`src/rtl/aclink_pkg.sv`:
```
package aclink_pkg;

    // Sequencer states for the codec reset / start-up path.
    typedef enum logic [1:0] {
        LNK_RESET = 2'd0,
        LNK_WAKE  = 2'd1,
        LNK_RUN   = 2'd2
    } link_state_e;

    // Default geometry of one frame.
    localparam int DEF_TAG_W  = 16;
    localparam int DEF_SLOT_W = 20;
    localparam int DEF_DSLOTS = 12;

endpackage

```
`src/rtl/aclink_reset_seq.sv`:
```
module aclink_reset_seq
    import aclink_pkg::*;
#(
    parameter int RST_LOW_CYC = 32,
    parameter int START_DELAY = 8
) (
    input  logic clk,
    input  logic rst_n,
    input  logic cold_reset,
    output logic codec_rst_n,
    output logic run_nxt
);

    localparam int HOLD_W = $clog2(RST_LOW_CYC + 1);
    localparam int WAIT_W = $clog2(START_DELAY + 1);
    localparam logic [HOLD_W-1:0] HOLD_LAST = HOLD_W'(RST_LOW_CYC - 1);
    localparam logic [WAIT_W-1:0] WAIT_LAST = WAIT_W'(START_DELAY - 1);

    typedef struct packed {
        link_state_e       state;
        logic [HOLD_W-1:0] hold;
        logic [WAIT_W-1:0] wait_cnt;
        logic              crst_n;
    } seq_t;

    seq_t s_d, s_q;

    always_comb begin
        s_d     = s_q;
        run_nxt = 1'b0;
        unique case (s_q.state)
            LNK_RESET: begin
                s_d.crst_n = 1'b0;
                if (s_q.hold >= HOLD_LAST && !cold_reset) begin
                    s_d.state    = LNK_WAKE;
                    s_d.crst_n   = 1'b1;
                    s_d.wait_cnt = '0;
                end else if (s_q.hold < HOLD_LAST) begin
                    s_d.hold = s_q.hold + 1'b1;
                end
            end
            LNK_WAKE: begin
                if (cold_reset) begin
                    s_d.state  = LNK_RESET;
                    s_d.hold   = '0;
                    s_d.crst_n = 1'b0;
                end else if (s_q.wait_cnt == WAIT_LAST) begin
                    s_d.state = LNK_RUN;
                    run_nxt   = 1'b1;
                end else begin
                    s_d.wait_cnt = s_q.wait_cnt + 1'b1;
                end
            end
            LNK_RUN: begin
                if (cold_reset) begin
                    s_d.state  = LNK_RESET;
                    s_d.hold   = '0;
                    s_d.crst_n = 1'b0;
                end else begin
                    run_nxt = 1'b1;
                end
            end
            default: begin
                s_d.state  = LNK_RESET;
                s_d.hold   = '0;
                s_d.crst_n = 1'b0;
            end
        endcase
    end

    always_ff @(posedge clk or negedge rst_n) begin
        if (!rst_n) begin
            s_q.state    <= LNK_RESET;
            s_q.hold     <= '0;
            s_q.wait_cnt <= '0;
            s_q.crst_n   <= 1'b0;
        end else begin
            s_q <= s_d;
        end
    end

    assign codec_rst_n = s_q.crst_n;

endmodule

```
`src/rtl/aclink_slot_timer.sv`:
```
module aclink_slot_timer #(
    parameter int TAG_W  = 16,
    parameter int SLOT_W = 20,
    parameter int DSLOTS = 12,
    localparam int SL_W  = $clog2(DSLOTS + 1),
    localparam int BI_W  = $clog2(SLOT_W)
) (
    input  logic            clk,
    input  logic            rst_n,
    input  logic            run_nxt,
    output logic [SL_W-1:0] slot_q,
    output logic [BI_W-1:0] bidx_q,
    output logic            live_q,
    output logic [SL_W-1:0] slot_nxt,
    output logic [BI_W-1:0] bidx_nxt,
    output logic            load_nxt,
    output logic            sync
);

    localparam logic [SL_W-1:0] LAST_SLOT = SL_W'(DSLOTS);
    localparam logic [BI_W-1:0] TAG_TOP   = BI_W'(TAG_W - 1);
    localparam logic [BI_W-1:0] WORD_TOP  = BI_W'(SLOT_W - 1);
    localparam logic [BI_W-1:0] IDLE_BIT  = BI_W'(1);

    typedef struct packed {
        logic [SL_W-1:0] slot;
        logic [BI_W-1:0] bidx;
        logic            live;
        logic            sync;
    } pos_t;

    pos_t p_d, p_q;

    always_comb begin
        p_d = p_q;
        if (!run_nxt) begin
            // Parked one position before the frame's last bit.
            p_d.slot = LAST_SLOT;
            p_d.bidx = IDLE_BIT;
            p_d.live = 1'b0;
        end else begin
            p_d.live = 1'b1;
            if (p_q.bidx == '0) begin
                if (p_q.slot == LAST_SLOT) begin
                    p_d.slot = '0;
                    p_d.bidx = TAG_TOP;
                end else begin
                    p_d.slot = p_q.slot + 1'b1;
                    p_d.bidx = WORD_TOP;
                end
            end else begin
                p_d.bidx = p_q.bidx - 1'b1;
            end
        end
        p_d.sync = run_nxt && (p_d.slot == '0);
    end

    always_ff @(posedge clk or negedge rst_n) begin
        if (!rst_n) begin
            p_q.slot <= LAST_SLOT;
            p_q.bidx <= IDLE_BIT;
            p_q.live <= 1'b0;
            p_q.sync <= 1'b0;
        end else begin
            p_q <= p_d;
        end
    end

    assign slot_q   = p_q.slot;
    assign bidx_q   = p_q.bidx;
    assign live_q   = p_q.live;
    assign slot_nxt = p_d.slot;
    assign bidx_nxt = p_d.bidx;
    assign load_nxt = run_nxt && (p_d.slot == LAST_SLOT) && (p_d.bidx == '0);
    assign sync     = p_q.sync;

endmodule

```
`src/rtl/aclink_tx_serializer.sv`:
```
module aclink_tx_serializer #(
    parameter int TAG_W  = 16,
    parameter int SLOT_W = 20,
    parameter int DSLOTS = 12,
    localparam int SL_W  = $clog2(DSLOTS + 1),
    localparam int BI_W  = $clog2(SLOT_W)
) (
    input  logic                     clk,
    input  logic                     rst_n,
    input  logic                     run_nxt,
    input  logic                     load_nxt,
    input  logic [SL_W-1:0]          slot_nxt,
    input  logic [BI_W-1:0]          bidx_nxt,
    input  logic [DSLOTS*SLOT_W-1:0] tx_data,
    input  logic [DSLOTS-1:0]        tx_valid,
    output logic                     sdata_out
);

    typedef struct packed {
        logic [DSLOTS-1:0][SLOT_W-1:0] words;
        logic [TAG_W-1:0]              tag;
        logic                          sdo;
    } tx_t;

    tx_t t_d, t_q;
    logic [SLOT_W-1:0] cur_word;

    // Word currently on the wire, chosen from the held snapshot.
    always_comb begin
        cur_word = SLOT_W'(t_q.tag);
        for (int i = 0; i < DSLOTS; i++) begin
            if (slot_nxt == SL_W'(i + 1)) cur_word = t_q.words[i];
        end
    end

    always_comb begin
        t_d = t_q;
        if (!run_nxt) begin
            t_d.words = '0;
            t_d.tag   = '0;
            t_d.sdo   = 1'b0;
        end else begin
            t_d.sdo = cur_word[bidx_nxt];
            if (load_nxt) begin
                t_d.tag            = '0;
                t_d.tag[TAG_W-1]   = |tx_valid;
                for (int i = 0; i < DSLOTS; i++) begin
                    t_d.tag[TAG_W-2-i] = tx_valid[i];
                    t_d.words[i]       = tx_valid[i] ? tx_data[i*SLOT_W +: SLOT_W] : '0;
                end
            end
        end
    end

    always_ff @(posedge clk or negedge rst_n) begin
        if (!rst_n) begin
            t_q.words <= '0;
            t_q.tag   <= '0;
            t_q.sdo   <= 1'b0;
        end else begin
            t_q <= t_d;
        end
    end

    assign sdata_out = t_q.sdo;

endmodule

```
`src/rtl/aclink_rx_deserializer.sv`:
```
module aclink_rx_deserializer #(
    parameter int TAG_W  = 16,
    parameter int SLOT_W = 20,
    parameter int DSLOTS = 12,
    localparam int SL_W  = $clog2(DSLOTS + 1),
    localparam int BI_W  = $clog2(SLOT_W)
) (
    input  logic                     clk,
    input  logic                     rst_n,
    input  logic                     sdata_in,
    input  logic                     run_nxt,
    input  logic                     live_q,
    input  logic [SL_W-1:0]          slot_q,
    input  logic [BI_W-1:0]          bidx_q,
    output logic [DSLOTS*SLOT_W-1:0] rx_data,
    output logic [DSLOTS-1:0]        rx_valid,
    output logic                     codec_ready,
    output logic                     frame_done
);

    localparam logic [SL_W-1:0] LAST_SLOT = SL_W'(DSLOTS);

    typedef struct packed {
        logic [SLOT_W-2:0]             shift;
        logic [DSLOTS-1:0][SLOT_W-1:0] bufs;
        logic [TAG_W-1:0]              tag;
        logic                          armed;
        logic                          done;
        logic [DSLOTS-1:0][SLOT_W-1:0] out_data;
        logic [DSLOTS-1:0]             out_valid;
        logic                          out_ready;
    } rx_t;

    rx_t r_d, r_q;
    logic samp_q;
    logic [SLOT_W-1:0] word;

    // Falling-edge capture of the inbound line, mid bit.
    always_ff @(negedge clk or negedge rst_n) begin
        if (!rst_n) samp_q <= 1'b0;
        else        samp_q <= sdata_in;
    end

    always_comb begin
        r_d      = r_q;
        r_d.done = 1'b0;
        word     = {r_q.shift, samp_q};
        if (!run_nxt) begin
            r_d.armed = 1'b0;
        end else if (live_q) begin
            r_d.shift = word[SLOT_W-2:0];
            if (bidx_q == '0) begin
                if (slot_q == '0) r_d.tag = word[TAG_W-1:0];
                for (int i = 0; i < DSLOTS; i++) begin
                    if (slot_q == SL_W'(i + 1)) r_d.bufs[i] = word;
                end
                if (slot_q == LAST_SLOT) begin
                    if (r_q.armed) begin
                        r_d.done      = 1'b1;
                        r_d.out_data  = r_d.bufs;
                        r_d.out_ready = r_d.tag[TAG_W-1];
                        for (int i = 0; i < DSLOTS; i++) begin
                            r_d.out_valid[i] = r_d.tag[TAG_W-2-i];
                        end
                    end
                    r_d.armed = 1'b1;
                end
            end
        end
    end

    always_ff @(posedge clk or negedge rst_n) begin
        if (!rst_n) begin
            r_q <= '0;
        end else begin
            r_q <= r_d;
        end
    end

    assign rx_data     = r_q.out_data;
    assign rx_valid    = r_q.out_valid;
    assign codec_ready = r_q.out_ready;
    assign frame_done  = r_q.done;

endmodule

```
`src/rtl/aclink_frame_engine.sv`:
```
module aclink_frame_engine
    import aclink_pkg::*;
#(
    parameter int TAG_W       = DEF_TAG_W,
    parameter int SLOT_W      = DEF_SLOT_W,
    parameter int DSLOTS      = DEF_DSLOTS,
    parameter int RST_LOW_CYC = 32,
    parameter int START_DELAY = 8,
    localparam int SL_W       = $clog2(DSLOTS + 1),
    localparam int BI_W       = $clog2(SLOT_W),
    localparam int DATA_BITS  = DSLOTS * SLOT_W
) (
    input  logic                 bit_clk,
    input  logic                 rst_n,
    input  logic                 cold_reset,
    input  logic [DATA_BITS-1:0] tx_data,
    input  logic [DSLOTS-1:0]    tx_valid,
    input  logic                 sdata_in,
    output logic                 codec_rst_n,
    output logic                 sync,
    output logic                 sdata_out,
    output logic [DATA_BITS-1:0] rx_data,
    output logic [DSLOTS-1:0]    rx_valid,
    output logic                 codec_ready,
    output logic                 frame_done
);

    logic            run_nxt;
    logic [SL_W-1:0] slot_q, slot_nxt;
    logic [BI_W-1:0] bidx_q, bidx_nxt;
    logic            live_q, load_nxt;

    aclink_reset_seq #(
        .RST_LOW_CYC (RST_LOW_CYC),
        .START_DELAY (START_DELAY)
    ) u_seq (
        .clk         (bit_clk),
        .rst_n       (rst_n),
        .cold_reset  (cold_reset),
        .codec_rst_n (codec_rst_n),
        .run_nxt     (run_nxt)
    );

    aclink_slot_timer #(
        .TAG_W  (TAG_W),
        .SLOT_W (SLOT_W),
        .DSLOTS (DSLOTS)
    ) u_timer (
        .clk      (bit_clk),
        .rst_n    (rst_n),
        .run_nxt  (run_nxt),
        .slot_q   (slot_q),
        .bidx_q   (bidx_q),
        .live_q   (live_q),
        .slot_nxt (slot_nxt),
        .bidx_nxt (bidx_nxt),
        .load_nxt (load_nxt),
        .sync     (sync)
    );

    aclink_tx_serializer #(
        .TAG_W  (TAG_W),
        .SLOT_W (SLOT_W),
        .DSLOTS (DSLOTS)
    ) u_tx (
        .clk       (bit_clk),
        .rst_n     (rst_n),
        .run_nxt   (run_nxt),
        .load_nxt  (load_nxt),
        .slot_nxt  (slot_nxt),
        .bidx_nxt  (bidx_nxt),
        .tx_data   (tx_data),
        .tx_valid  (tx_valid),
        .sdata_out (sdata_out)
    );

    aclink_rx_deserializer #(
        .TAG_W  (TAG_W),
        .SLOT_W (SLOT_W),
        .DSLOTS (DSLOTS)
    ) u_rx (
        .clk         (bit_clk),
        .rst_n       (rst_n),
        .sdata_in    (sdata_in),
        .run_nxt     (run_nxt),
        .live_q      (live_q),
        .slot_q      (slot_q),
        .bidx_q      (bidx_q),
        .rx_data     (rx_data),
        .rx_valid    (rx_valid),
        .codec_ready (codec_ready),
        .frame_done  (frame_done)
    );

endmodule

```
`config.mk`:
```
export PLATFORM = sky130hd
export DESIGN_NAME = aclink_frame_engine
export DESIGN_NICKNAME = d
export VERILOG_FILES = /design/src/rtl/aclink_pkg.sv /design/src/rtl/aclink_reset_seq.sv /design/src/rtl/aclink_slot_timer.sv /design/src/rtl/aclink_tx_serializer.sv /design/src/rtl/aclink_rx_deserializer.sv /design/src/rtl/aclink_frame_engine.sv
export SDC_FILE = /design/constraint.sdc
export NUM_CORES = 1
export LEC_CHECK = 0
export CAP_MARGIN = 20
export CORE_ASPECT_RATIO = 2
export CORE_MARGIN = 1
export CORE_UTILIZATION = 40
export CTS_BUF_LIST = sky130_fd_sc_hd__clkbuf_16
export CTS_CLUSTER_DIAMETER = 50
export DETAILED_ROUTE_END_ITERATION = 8
export MAX_ROUTING_LAYER = met4
export REMOVE_ABC_BUFFERS = 1
export SYNTH_ARGS = -nofsm -noshare
export SYNTH_HDL_FRONTEND = slang
export SYNTH_SLANG_ARGS = --single-unit
```
`constraint.sdc`:
```
create_clock -name bit_clk -period 5.64 [get_ports bit_clk]
set_input_delay 1.692 -clock bit_clk [delete_from_list [all_inputs] [get_ports bit_clk]]
set_output_delay 1.692 -clock bit_clk [all_outputs]
set_load 0.05 [all_outputs]
```
### After elaboration in Yosys (flattened, before gate mapping)

Cells that the tools add are included.
W data, S select, Z words.

| word-level totals | value |
|---|---|
| logic and storage cells | 191 |
| output and inout port bits | 257 |
| bits of input ports | 256 |
| bits in registers | 812 |

| cells by class | value |
|---|---|
| eq/ne operators | 40 |
| $add $sub $neg | 4 |
| $lt $le $gt $ge | 3 |
| reductions and logical operators | 21 |
| mux-type cells | 69 |

Operators by type and width:

| kind | number |
|---|---|
| $mux W255 | 3 |
| $mux W20 | 36 |
| $mux W254 | 2 |
| $mux W257 | 1 |
| $mux W256 | 1 |
| $eq A4 B4 Y1 const B | 10 |
| $eq A4 B3 Y1 const B | 9 |
| $pmux W8 S3 | 1 |
| $mux W6 | 3 |
| $ne A2 B2 Y1 const B | 9 |
| $eq A4 B2 Y1 const B | 4 |
| $mux W16 | 1 |
| $mux W4 | 3 |
| $reduce_and A4 Y1 | 3 |
| $reduce_or A12 Y1 | 1 |
| $logic_not A5 Y1 | 2 |
| $mux W10 | 1 |
| $mux W5 | 2 |
| $mux W9 | 1 |
| $reduce_and A3 Y1 | 3 |
| $add A4 B1 Y4 const B | 2 |
| $eq A4 B1 Y1 const B | 2 |
| $logic_not A4 Y1 | 2 |
| $mux W8 | 1 |
| 21 further kinds | 34 |

### Depth between registers and ports, before layout

| depth | value |
|---|---|
| depth after elaboration | 21 |
| depth in mapped cells | 17 |
| gate-level depth less buffers | 15 |

### Cells and area by module

A second synthesis with hierarchy kept.

| unflattened totals | value |
|---|---|
| cells, all modules | 3243 |
| area total of the unflattened synthesis | 38445.6 µm² |

By module, submodules not included:

| module | times used | area each (µm²) | cells an instance |
|---|---|---|---|
| aclink_rx_deserializer | 1 | 24751.2 | 2041 |
| aclink_tx_serializer | 1 | 12149.2 | 1044 |
| aclink_reset_seq | 1 | 843.3 | 91 |
| aclink_slot_timer | 1 | 701.9 | 67 |

==> PnR_summary.wiki <==
{| class="wikitable"
! Metric !! Value
|-
| Run status || complete, no violations
|-
| Placed wire-length estimate after detailed placement || 91930 µm
|-
| Reg clk slew, reported paths || 0.06 ns
|-
| Synth-to-layout area growth || 21.23%
|-
| Number of clock buffers inserted by TritonCTS || 73
|-
| Number of placed instances with taps included || 4449
|-
| Sequential share of power || 50.8%
|-
| Maximum number of pins on one net before global-route repair || 168
|-
| Number of instances resized during post-cts repair || 0
|-
| Instance count of the mapped netlist || 3118
|-
| Yosys warnings || 0
|-
| Final clock skew || 0.03470 ns
|-
| Setup repair after global routing missed its margin || false
|-
| Peak supply drop || 195.3 µV
|-
| Capture endpoint of the worst hold path || u_rx.rx_data[62]
|-
| Data arrival time of the critical path || 5.76 ns
|-
| Required time at the endpoint of the critical path || 6.18 ns
|-
| CP Max Fanout || 8
|-
| DR vias/cell || 5.526
|-
| Relative slew margins || 17.08%
|-
| Hold Path Class || flop to flop
|-
| Remaining number of nets flagged by the antenna check after routing || 0
|-
| Sort of element at the end of the critical path || flop
|-
| Startpoint type of the worst setup path || input port
|-
| Average instance area after synthesis || 11.41 µm²
|-
| Number of standard-cell rows in the floorplan || 154
|-
| Min Clock Period, post-route || 5.220 ns
|-
| Clock tree from TritonCTS || yes
|-
| Actual slew at the worst max-slew pin || 1.244 ns
|-
| Fmax || 191.6 MHz
|-
| Slowest stage cell on the critical path || sky130_fd_sc_hd__a222oi_1
|-
| Total congestion overflow || 0
|-
| CORE AREA || 88060 µm²
|-
| Endpoint of the most critical register-to-register path || u_tx.sdata_out
|-
| Leakage power of the design || 0.02028 µW
|-
| Met1 usage || 31.67%
|-
| Global routing met3 resource utilization || 3.901%
|-
| Period Utilization, post-route || 92.56%
|-
| Skew-Pair Late Insertion Delay || 0.66 ns
|-
| Number of remaining DRC errors || 0
|-
| PD cells || 261.9 nW/µm²
|-
| Fin worst setup slack || 0.4197 ns
|-
| Category of cells accounting for the largest share of critical-path delay || compound AO/OA/AOI/OAI gates
|-
| Number of pins exceeding their max-slew limit in the final report || 0
|-
| Starting Density || 40.38%
|-
| Worst slack at placement || -0.2566 ns
|-
| Setup bufs post-CTS || 0
|-
| Total negative setup slack || 0 ns
|-
| Detail-routed net length per standard cell || 26.90 µm
|-
| Min-Delay Startpoint || u_rx.rx_data[62]
|-
| Clk buf depth || 3
|-
| Number of unique standard cell types used by synthesis || 72
|-
| Max-cap violations || 0
|-
| Synthesis-stage register bit count || 786
|-
| Vias || 25360
|-
| Final Wtd Congestion || 1.016
|-
| Count of cells along the worst register-to-register path || 13
|-
| Post-route insts no fill || 4590
|-
| First-pass GRT wire length || 180100 µm
|-
| Total internal power || 8613 µW
|-
| Register-to-register setup slack || 0.83 ns
|-
| Count of buffers from port buffering || 512
|-
| Root buffer cell || sky130_fd_sc_hd__clkbuf_16
|-
| Synth Cell Area || 35560 µm²
|-
| Global route hottest layer || met2
|-
| Share of post-route cells with drive strength above 1 || 15.97%
|-
| Total of endpoints with negative setup slack in the final report || 0
|-
| H-Tree Level Count || 3
|-
| Largest stage delay, worst path || 1.05 ns
|-
| Type of the setup path with the least slack || input port to flop
|-
| WL final || 123500 µm
|-
| Number of global-route vias before repair || 26470
|-
| CTS hold repair buffers || 0
|-
| Number of antenna violations at the first check in global routing || 7
|-
| Die ar. || 90170 µm²
|-
| Proportion of synthesized flip-flops having asynchronous set or reset || 100.0%
|-
| Most used DFF post-synth || sky130_fd_sc_hd__dfrtp_1
|-
| Fraction of met2 tracks used by global routing || 48.50%
|-
| Crit-path cells || clkdlybuf4s50_1, nor2b_1, o211ai_1, buf_4, a211oi_1, buf_12, a222oi_1, nor2_1, a21oi_1, nand4_1, o32ai_1, or4_1, o2bb2ai_1
|-
| Starting DRT DRC Count || 1770
|-
| Proportion of power drawn by combinational gates || 5.6%
|-
| Top-level I/O count || 513
|-
| Final number of hold-violating endpoints || 0
|-
| Count of nets after finishing || 3622
|-
| Number of clock sinks || 786
|-
| Hold Worst Slack || 0.4745 ns
|-
| Share of the yosys chip area belonging to registers || 55.32%
|-
| Chip Height || 423.7 µm
|-
| Hold Crit Depth || 2
|-
| Reg-to-reg critical path startpoint || u_timer.slot_q[0]
|-
| Switching share of power || 23.71%
|-
| Number of enable-type register cells in the synthesized netlist || 0
|-
| Power share of the clock group || 43.6%
|-
| Count of buffering cells on the critical path with inverters included || 3
|-
| Horizontal die dimension || 212.8 µm
|-
| Total global-route track usage || 28.48%
|-
| Sw power || 2676 µW
|-
| Drt first pass iters || 5
|}
[sequential cells by signal, indices dropped and copies added (netlist names)]
register,flops
u_rx.r_q,253
u_tx.t_q,253
u_rx.rx_data,240
u_rx.rx_valid,12
u_seq.s_q,12
u_timer.bidx_q,5
u_timer.slot_q,4
u_rx.codec_ready,1
u_rx.frame_done,1
u_rx.samp_q,1
u_seq.codec_rst_n,1
u_timer.live_q,1
u_timer.sync,1
u_tx.sdata_out,1
[cells by family after synthesis]
group	after synthesis	share of synthesized area, %
xor+xnor	4	0.09853
simple gates	564	6.776
compound gates	735	14.44
buf+inv	525	8.212
flops	786	55.32
mux	493	14.77
fa+ha+maj	11	0.3870
[cells in the mapped netlist, types with 3 or more instances]
cell,count,area [µm²]
sky130_fd_sc_hd__dfstp_2,3,78.83
sky130_fd_sc_hd__nor2b_1,10,62.56
sky130_fd_sc_hd__o21ai_0,276,1381
sky130_fd_sc_hd__a222oi_1,7,70.07
sky130_fd_sc_hd__o41ai_1,4,35.03
sky130_fd_sc_hd__o31ai_1,3,22.52
sky130_fd_sc_hd__mux2i_1,240,2402
sky130_fd_sc_hd__a221oi_1,13,113.9
sky130_fd_sc_hd__a31oi_1,9,56.30
sky130_fd_sc_hd__a2111oi_0,4,35.03
sky130_fd_sc_hd__nand2b_1,5,31.28
sky130_fd_sc_hd__nor3_1,28,140.1
sky130_fd_sc_hd__o22ai_1,23,143.9
sky130_fd_sc_hd__a22o_1,243,2128
sky130_fd_sc_hd__nand2_1,364,1366
sky130_fd_sc_hd__nor2_1,72,270.3
sky130_fd_sc_hd__clkbuf_1,217,814.5
sky130_fd_sc_hd__nand3_1,32,160.2
sky130_fd_sc_hd__nand4_1,8,50.05
sky130_fd_sc_hd__nor4_1,7,43.79
sky130_fd_sc_hd__xnor2_1,3,26.28
sky130_fd_sc_hd__inv_1,20,75.07
sky130_fd_sc_hd__o221ai_1,9,78.83
sky130_fd_sc_hd__buf_4,252,1892
sky130_fd_sc_hd__o22a_1,4,35.03
sky130_fd_sc_hd__buf_1,33,123.9
sky130_fd_sc_hd__o32ai_1,4,35.03
sky130_fd_sc_hd__a221o_1,16,160.2
sky130_fd_sc_hd__mux2_2,253,2849
sky130_fd_sc_hd__and3_1,5,31.28
sky130_fd_sc_hd__buf_2,3,15.01
sky130_fd_sc_hd__a22oi_1,12,90.09
sky130_fd_sc_hd__a211oi_1,11,82.58
sky130_fd_sc_hd__ha_1,11,137.6
sky130_fd_sc_hd__o2111ai_1,6,52.55
sky130_fd_sc_hd__o211a_1,3,30.03
sky130_fd_sc_hd__a21o_1,15,112.6
sky130_fd_sc_hd__and2_1,18,112.6
sky130_fd_sc_hd__a21oi_1,43,215.2
sky130_fd_sc_hd__dfrtp_1,782,19570
sky130_fd_sc_hd__o211ai_1,9,67.56
[worst max path at each step]
stage / from / depth (start not counted) / slack, ns / endpoint
after global placement: cold_reset / 16 / -0.18 / u_tx.sdata_out
after detailed placement: cold_reset / 16 / -0.26 / u_tx.sdata_out
after floorplan: cold_reset / 7 / -7.06 / u_rx.frame_done
after global routing: cold_reset / 16 / 0.32 / u_tx.sdata_out
final: cold_reset / 13 / 0.42 / u_tx.sdata_out
after CTS: cold_reset / 16 / 0.43 / u_tx.sdata_out
[placed cells by master, fill, tap and decap left out, types with 17 or more instances in the layout]
cell	count
sky130_fd_sc_hd__o21ai_0	276
sky130_fd_sc_hd__o22ai_1	23
sky130_fd_sc_hd__clkinv_1	20
sky130_fd_sc_hd__nor2_1	64
sky130_fd_sc_hd__dfrtp_1	777
sky130_fd_sc_hd__inv_1	31
sky130_fd_sc_hd__nor3_1	26
sky130_fd_sc_hd__nand2_1	363
sky130_fd_sc_hd__a21oi_1	43
sky130_fd_sc_hd__a22o_1	243
sky130_fd_sc_hd__clkdlybuf4s50_1	511
sky130_fd_sc_hd__mux2i_1	240
sky130_fd_sc_hd__and2_1	17
sky130_fd_sc_hd__clkbuf_16	76
sky130_fd_sc_hd__nand3_1	32
sky130_fd_sc_hd__mux2_2	253
sky130_fd_sc_hd__buf_4	137
[worst register-to-register path, stage by stage, from the launching register on]
cell                        delay (ns)
sky130_fd_sc_hd__dfrtp_1          0.52
sky130_fd_sc_hd__inv_1            0.20
sky130_fd_sc_hd__ha_1             0.40
sky130_fd_sc_hd__and3_1           0.31
sky130_fd_sc_hd__nor3_1           0.52
sky130_fd_sc_hd__nor4_1           0.13
sky130_fd_sc_hd__buf_4            0.19
sky130_fd_sc_hd__a222oi_1         1.00
sky130_fd_sc_hd__nor2_1           0.14
sky130_fd_sc_hd__a21oi_1          0.18
sky130_fd_sc_hd__nand4_1          0.37
sky130_fd_sc_hd__o32ai_1          0.44
sky130_fd_sc_hd__or4_1            0.22
sky130_fd_sc_hd__o2bb2ai_1        0.06
[stage by stage]
stage	cell area, µm²	util (%)	power (µW)
4_1_cts	43070	48.91	11430
6_report	43110	48.96	11290
2_1_floorplan	32720	-	6004
3_3_place_gp	40700	46.22	6469
5_1_grt	43110	48.96	11680
3_5_place_dp	40730	46.25	6480
[final cells by class]
type / count / area (µm²)
Antenna cell: 8 / 20.02
Clock buffer: 76 / 1902
Clock inverter: 56 / 434.2
Fill cell: 8102 / 44940
Inverter: 20 / 75.07
Multi-Input combinational cell: 1807 / 13020
Sequential cell: 786 / 19680
Tap cell: 1170 / 1464
Timing Repair Buffer: 667 / 6519
[power groups by stage]
stage	combinational, µW	sequential [µW]	clock [µW]
floorplan	182	5820	0
global placement	626	5840	0
detailed placement	636	5840	0
CTS	638	5740	5060
global route	682	5740	5260
finish	628	5740	4920
[layer usage]
| metal | vias to the layer above | part of all wire (%) |
|---|---|---|
| met2 | 845 | 51 |
| li1 | 11330 | - |
| met1 | 12970 | 38 |
| met4 | 0 | 6.2 |
| met5 | - | 0 |
| met3 | 218 | 4.3 |
Power figures use the tool's default switching activity.
